--- src/rtl/eic_pkg.sv ---
package eic_pkg;
  typedef enum logic [1:0] {
    KIND_NONE = 2'd0,
    KIND_POL  = 2'd1,
    KIND_EN   = 2'd2,
    KIND_ID   = 2'd3
  } eic_kind_e;
endpackage

--- src/rtl/eic_edge_det.sv ---
module eic_edge_det #(
  parameter int LINE_W = 8
) (
  input  logic              clk,
  input  logic              rst_n,
  input  logic [LINE_W-1:0] lvl_i,
  input  logic [LINE_W-1:0] pol_i,
  input  logic [LINE_W-1:0] en_i,
  output logic [LINE_W-1:0] hit_o
);
  logic [LINE_W-1:0] prev_q;
  logic [LINE_W-1:0] prev_d;
  logic [LINE_W-1:0] rise;
  logic [LINE_W-1:0] fall;

  always_comb begin
    prev_d = lvl_i;
    rise   = lvl_i & ~prev_q;
    fall   = ~lvl_i & prev_q;
    hit_o  = en_i & ((pol_i & rise) | (~pol_i & fall));
  end

  always_ff @(posedge clk or negedge rst_n) begin
    if (!rst_n) prev_q <= '0;
    else        prev_q <= prev_d;
  end
endmodule

--- src/rtl/eic_port_regs.sv ---
module eic_port_regs #(
  parameter int LINE_W = 8
) (
  input  logic              clk,
  input  logic              rst_n,
  input  logic              pol_we_i,
  input  logic              en_we_i,
  input  logic              id_we_i,
  input  logic [LINE_W-1:0] wr_data_i,
  input  logic [LINE_W-1:0] hit_i,
  output logic [LINE_W-1:0] pol_q_o,
  output logic [LINE_W-1:0] en_q_o,
  output logic [LINE_W-1:0] id_q_o
);
  logic [LINE_W-1:0] pol_d;
  logic [LINE_W-1:0] en_d;
  logic [LINE_W-1:0] id_d;
  logic [LINE_W-1:0] id_keep;
  logic [LINE_W-1:0] en_mask;

  always_comb begin
    pol_d   = wr_data_i;
    en_d    = wr_data_i;
    id_keep = id_we_i ? '0 : id_q_o;
    en_mask = en_we_i ? wr_data_i : '1;
    id_d    = (id_keep | hit_i) & en_mask;
  end

  always_ff @(posedge clk or negedge rst_n) begin
    if (!rst_n) begin
      pol_q_o <= '0;
      en_q_o  <= '0;
      id_q_o  <= '0;
    end else begin
      if (pol_we_i) pol_q_o <= pol_d;
      if (en_we_i)  en_q_o  <= en_d;
      id_q_o <= id_d;
    end
  end
endmodule

--- src/rtl/eic_capture.sv ---
module eic_capture #(
  parameter int LINE_W = 8,
  parameter int NPORT  = 3,
  parameter int PEND_W = 8,
  parameter int PSEL_W = 2
) (
  input  logic                     clk,
  input  logic                     rst_n,
  input  logic [LINE_W*NPORT-1:0]  pin_lvl_i,
  input  logic                     wr_en_i,
  input  logic [1:0]               wr_kind_i,
  input  logic [PSEL_W-1:0]        wr_port_i,
  input  logic [LINE_W-1:0]        wr_data_i,
  output logic [LINE_W*NPORT-1:0]  pol_q_o,
  output logic [LINE_W*NPORT-1:0]  en_q_o,
  output logic [LINE_W*NPORT-1:0]  id_q_o,
  output logic [PEND_W-1:0]        pend_o,
  output logic                     irq_o
);
  import eic_pkg::*;

  localparam int NLINE = LINE_W * NPORT;

  logic [NLINE-1:0] hit;
  logic [NPORT-1:0] port_any;

  for (genvar p = 0; p < NPORT; p++) begin : g_port
    logic sel;
    logic pol_we;
    logic en_we;
    logic id_we;

    always_comb begin
      sel    = wr_en_i && (wr_port_i == PSEL_W'(p));
      pol_we = sel && (wr_kind_i == KIND_POL);
      en_we  = sel && (wr_kind_i == KIND_EN);
      id_we  = sel && (wr_kind_i == KIND_ID);
    end

    eic_edge_det #(.LINE_W(LINE_W)) i_edge (
      .clk   (clk),
      .rst_n (rst_n),
      .lvl_i (pin_lvl_i[p*LINE_W +: LINE_W]),
      .pol_i (pol_q_o[p*LINE_W +: LINE_W]),
      .en_i  (en_q_o[p*LINE_W +: LINE_W]),
      .hit_o (hit[p*LINE_W +: LINE_W])
    );

    eic_port_regs #(.LINE_W(LINE_W)) i_regs (
      .clk       (clk),
      .rst_n     (rst_n),
      .pol_we_i  (pol_we),
      .en_we_i   (en_we),
      .id_we_i   (id_we),
      .wr_data_i (wr_data_i),
      .hit_i     (hit[p*LINE_W +: LINE_W]),
      .pol_q_o   (pol_q_o[p*LINE_W +: LINE_W]),
      .en_q_o    (en_q_o[p*LINE_W +: LINE_W]),
      .id_q_o    (id_q_o[p*LINE_W +: LINE_W])
    );

    assign port_any[p] = |id_q_o[p*LINE_W +: LINE_W];
  end

  always_comb begin
    pend_o = '0;
    pend_o[NPORT-1:0] = port_any;
    irq_o  = |port_any;
  end
endmodule

--- config.mk ---
export PLATFORM = sky130hd
export DESIGN_NAME = eic_capture
export DESIGN_NICKNAME = d
export VERILOG_FILES = /design/src/rtl/eic_pkg.sv /design/src/rtl/eic_edge_det.sv /design/src/rtl/eic_port_regs.sv /design/src/rtl/eic_capture.sv
export SDC_FILE = /design/constraint.sdc
export NUM_CORES = 1
export LEC_CHECK = 0
export CORE_MARGIN = 5
export CORE_UTILIZATION = 43
export CTS_CLUSTER_DIAMETER = 60
export DETAILED_ROUTE_END_ITERATION = 12
export GPL_TIMING_DRIVEN = 0
export PLACE_DENSITY = 0.77
export SLEW_MARGIN = 10
export SYNTH_ARGS = -nofsm -noshare
export SYNTH_HDL_FRONTEND = slang
export SYNTH_SLANG_ARGS = --single-unit
export TNS_END_PERCENT = 100
--- constraint.sdc ---
create_clock -name clk -period 1.4 [get_ports clk]
set_clock_uncertainty 0.1 [all_clocks]
set_input_delay 0.28 -clock clk [delete_from_list [all_inputs] [get_ports clk]]
set_output_delay 0.28 -clock clk [all_outputs]
set_load 0.02 [all_outputs]
==> qor.yml, run 1 <==
layout:
  layout_commonest_cell: "dfrtp_1"
  final_cells: 586
  drive_gt1_share_pct: 45.5
  final_cell_mix: "dfrtp_1, buf_2, o21ai_0, mux2_2, buf_6"
  final_nets: 509
  area_delta_synth_final_pct: 41.4
  num_antenna_cells: 0
global_route:
  gr-usage-all-layers_pct: 19.8
  grt_pass1_vias: 3264
  grt_pass1_wl_um: 17500
  overflow: 0
  grt_max_degree: 66
  antenna_found_initial: 0
floorplanning:
  start_util_pct: 44.1
  die_w_um: 107
  rows: 35
  die_h_um: 107
  core_area_mm2: 0.00920
  ioPinCount: 120
  dieArea_mm2: 0.0115
critical_path:
  reg2reg_setup_slack_ns: 0.15
  worst_path_max_delay_cell: "dfrtp_1"
  end_kind: "output port"
  path_buf_inv: 1
  crit_chain: "nor4_2 -> nand2_1 -> or3_4 -> buf_6"
  r2r-end: "g_port[0].i_regs.id_q_o[2]"
  cpPeakStageDelay_ns: 0.41
  worstPathArrival_ns: 1.76
  r2r_cells: 4
  critPathKind: "reg2out"
  path_max_fanout: 2
  cp_top_family: "simple AND/OR/NAND/NOR gates"
  required_ns: 1.02
  r2r-start: "g_port[0].i_regs.pol_q_o[2]"
  start_kind: "register"
timing:
  layout_setup_ws_ns: -0.738
  slew_violations: 0
  tns_ns: -2.39
  rsz0062_at_grt: "true"
  period_needed_ns: 2.14
  fmax_mhz: 468
  worst_slew_pin_slew_ns: 0.599
  whs_ns: 0.284
  min_period_over_period_pct: 153
  slew_headroom_pct: 60.1
  finalHoldViolCount: 0
  finalSetupViolCount: 15
synthesis:
  avgSynthCellArea_um2: 13.0
  ys_types: 22
  ys_ff_latch: 96
  seq_area_frac_synth_pct: 59.3
  syn-instance-count: 311
  synth_warnings: 0
  syn_area_mm2: 0.00405
worst_hold_path:
  whs_endpoint: "g_port[0].i_regs.id_q_o[7]"
  hold_path.startpoint: "wr_data_i[7]"
  hp-class: "in2reg"
  hold_depth: 2
power_and_ir_drop:
  p_leak_nw: 2.62
  power_density_mw_per_mm2: 1630
  ir_drop_v: 0.00104
drt:
  wl_um: 11200
  drt_iter0_markers: 110
  num_vias: 3128
  vias_per_cell: 5.34
  drc: 0
  wl_per_cell_um: 19.1
  dr.pass1.iters: 4
  drtAntennaViolNets: 0
clock_network:
  clk_pin_slew_ns: 0.10
  cts.path.max_buffers: 2
  cts_sinks: 96
  htree_levels: 3
  root_buffer: "clkbuf_8"
  clk_latency_ns: 0.36
  cts_tree: "yes"
  numCtsBuffers: 9
run:
  maxCapViolations: 0
status:
  violations: "negative setup slack"
  status: "finished, violations left"
placement:
  dp_hpwl_um: 7700
  placed_cells: 533
  portBuffers: 106
  gp_congestion: 0.760
-- cells in the mapped netlist, drive strengths merged --
| library cell | n | area share [%] |
|---|---|---|
| dfrtp | 96 | 59 |
| mux2 | 48 | 14 |
| o21ai | 48 | 5.9 |
| a2bb2oi | 24 | 5.2 |
| and3b | 24 | 5.2 |
| nor3b | 24 | 4.4 |
| buf | 19 | 2.7 |
| nor4 | 6 | 0.93 |
| clkbuf | 4 | 0.37 |
| nand2 | 4 | 0.37 |
| or2 | 4 | 0.62 |
| nor2 | 3 | 0.28 |
| nand2b | 2 | 0.31 |
| nand3b | 2 | 0.37 |
| conb | 1 | 0.093 |
| or3 | 1 | 0.15 |
| or3b | 1 | 0.22 |
-- worst max path at each step --
stage / startpoint / endpoint / cells past startpoint
3_5_place_dp: wr_en_i / g_port[0].i_regs.en_q_o[7] / 7
3_3_place_gp: rst_n / g_port[1].i_edge.prev_q[6] / 1
2_1_floorplan: wr_port_i[1] / g_port[0].i_regs.en_q_o[6] / 6
6_report: g_port[0].i_regs.id_q_o[7] / irq_o / 4
4_1_cts: g_port[2].i_regs.id_q_o[6] / irq_o / 4
5_1_grt: g_port[2].i_regs.id_q_o[2] / irq_o / 4
-- sequential cells by signal (all words and copies together), names as in the netlist --
register / flops
g_port.i_regs.en_q_o: 24
g_port.i_regs.pol_q_o: 24
g_port.i_edge.prev_q: 24
g_port.i_regs.id_q_o: 24
-- worst register-to-register path: cells and delay by family, from the launching register on --
kind	cells	cell delay, ns
buf+inv	1	0.14
simple gates	1	0.17
flops	1	0.39
compound gates	2	0.34
-- final cells by class --
type                    instances  area [µm²]
clock buffers                  11         131
fillers                       769        3470
flip-flops and latches         96        2400
clock inverters                 5        65.1
plain buffers                  20         131
repair buffers                147        1200
multi-input cells             196        1660
well taps                     111         139
-- report_power, final --
group	switching, mW	total [mW]	internal, mW
clock	0.997	1.85	0.849
sequential	0.582	4.00	3.42
combinational	1.74	3.47	1.73
-- logic make-up (layout without fill, tap and decap cells) --
family / Yosys count / count (layout) / share of synthesized area [%]
flip-flops: 96 / 96 / 59.3
AO/OA/AOI/OAI: 72 / 72 / 11.1
AND/OR/NAND/NOR: 71 / 71 / 12.9
multiplexers: 48 / 48 / 13.5
buffers and inverters: 23 / 183 / 3.09
other: 1 / 5 / 0.0926
-- per-layer routing --
layer | share of wire [%] | vias to the layer above | track usage, %
met5 | 0 | - | 0
met2 | 48 | 111 | 31.9
li1 | - | 1452 | -
met4 | 1.7 | 0 | 6.21
met1 | 44 | 1547 | 26.8
met3 | 6.5 | 18 | 3.91
-- repair_timing --
item | CTS | global route
setup buffers | 34 | 7
pin swaps | 13 | 8
endpoints found under the hold margin | 31 | 0
hold buffers | 1 | 0
gates resized for setup | 383 | 20
gates cloned | 0 | 0
setup endpoints to repair | 148 | 56
-- metrics by stage --
stage	setup WS (ns)	power, mW	util, %	cell area (µm²)
floorplan	-0.361	5.44	-	4120
global placement	-3.48	7.11	57.9	5320
detailed placement	-0.931	7.21	58.1	5350
CTS	-0.738	9.20	61.8	5680
global route	-0.766	9.74	62.3	5730
finish	-0.738	9.32	62.3	5730
No activity file was read; power rests on OpenSTA's default activity.
==> run 2: changes to the inputs <==
- CTS_CLUSTER_SIZE: unset -> 16
==> results of run 2 <==
The final DEF is identical to that of run 1; final timing and power are the same.
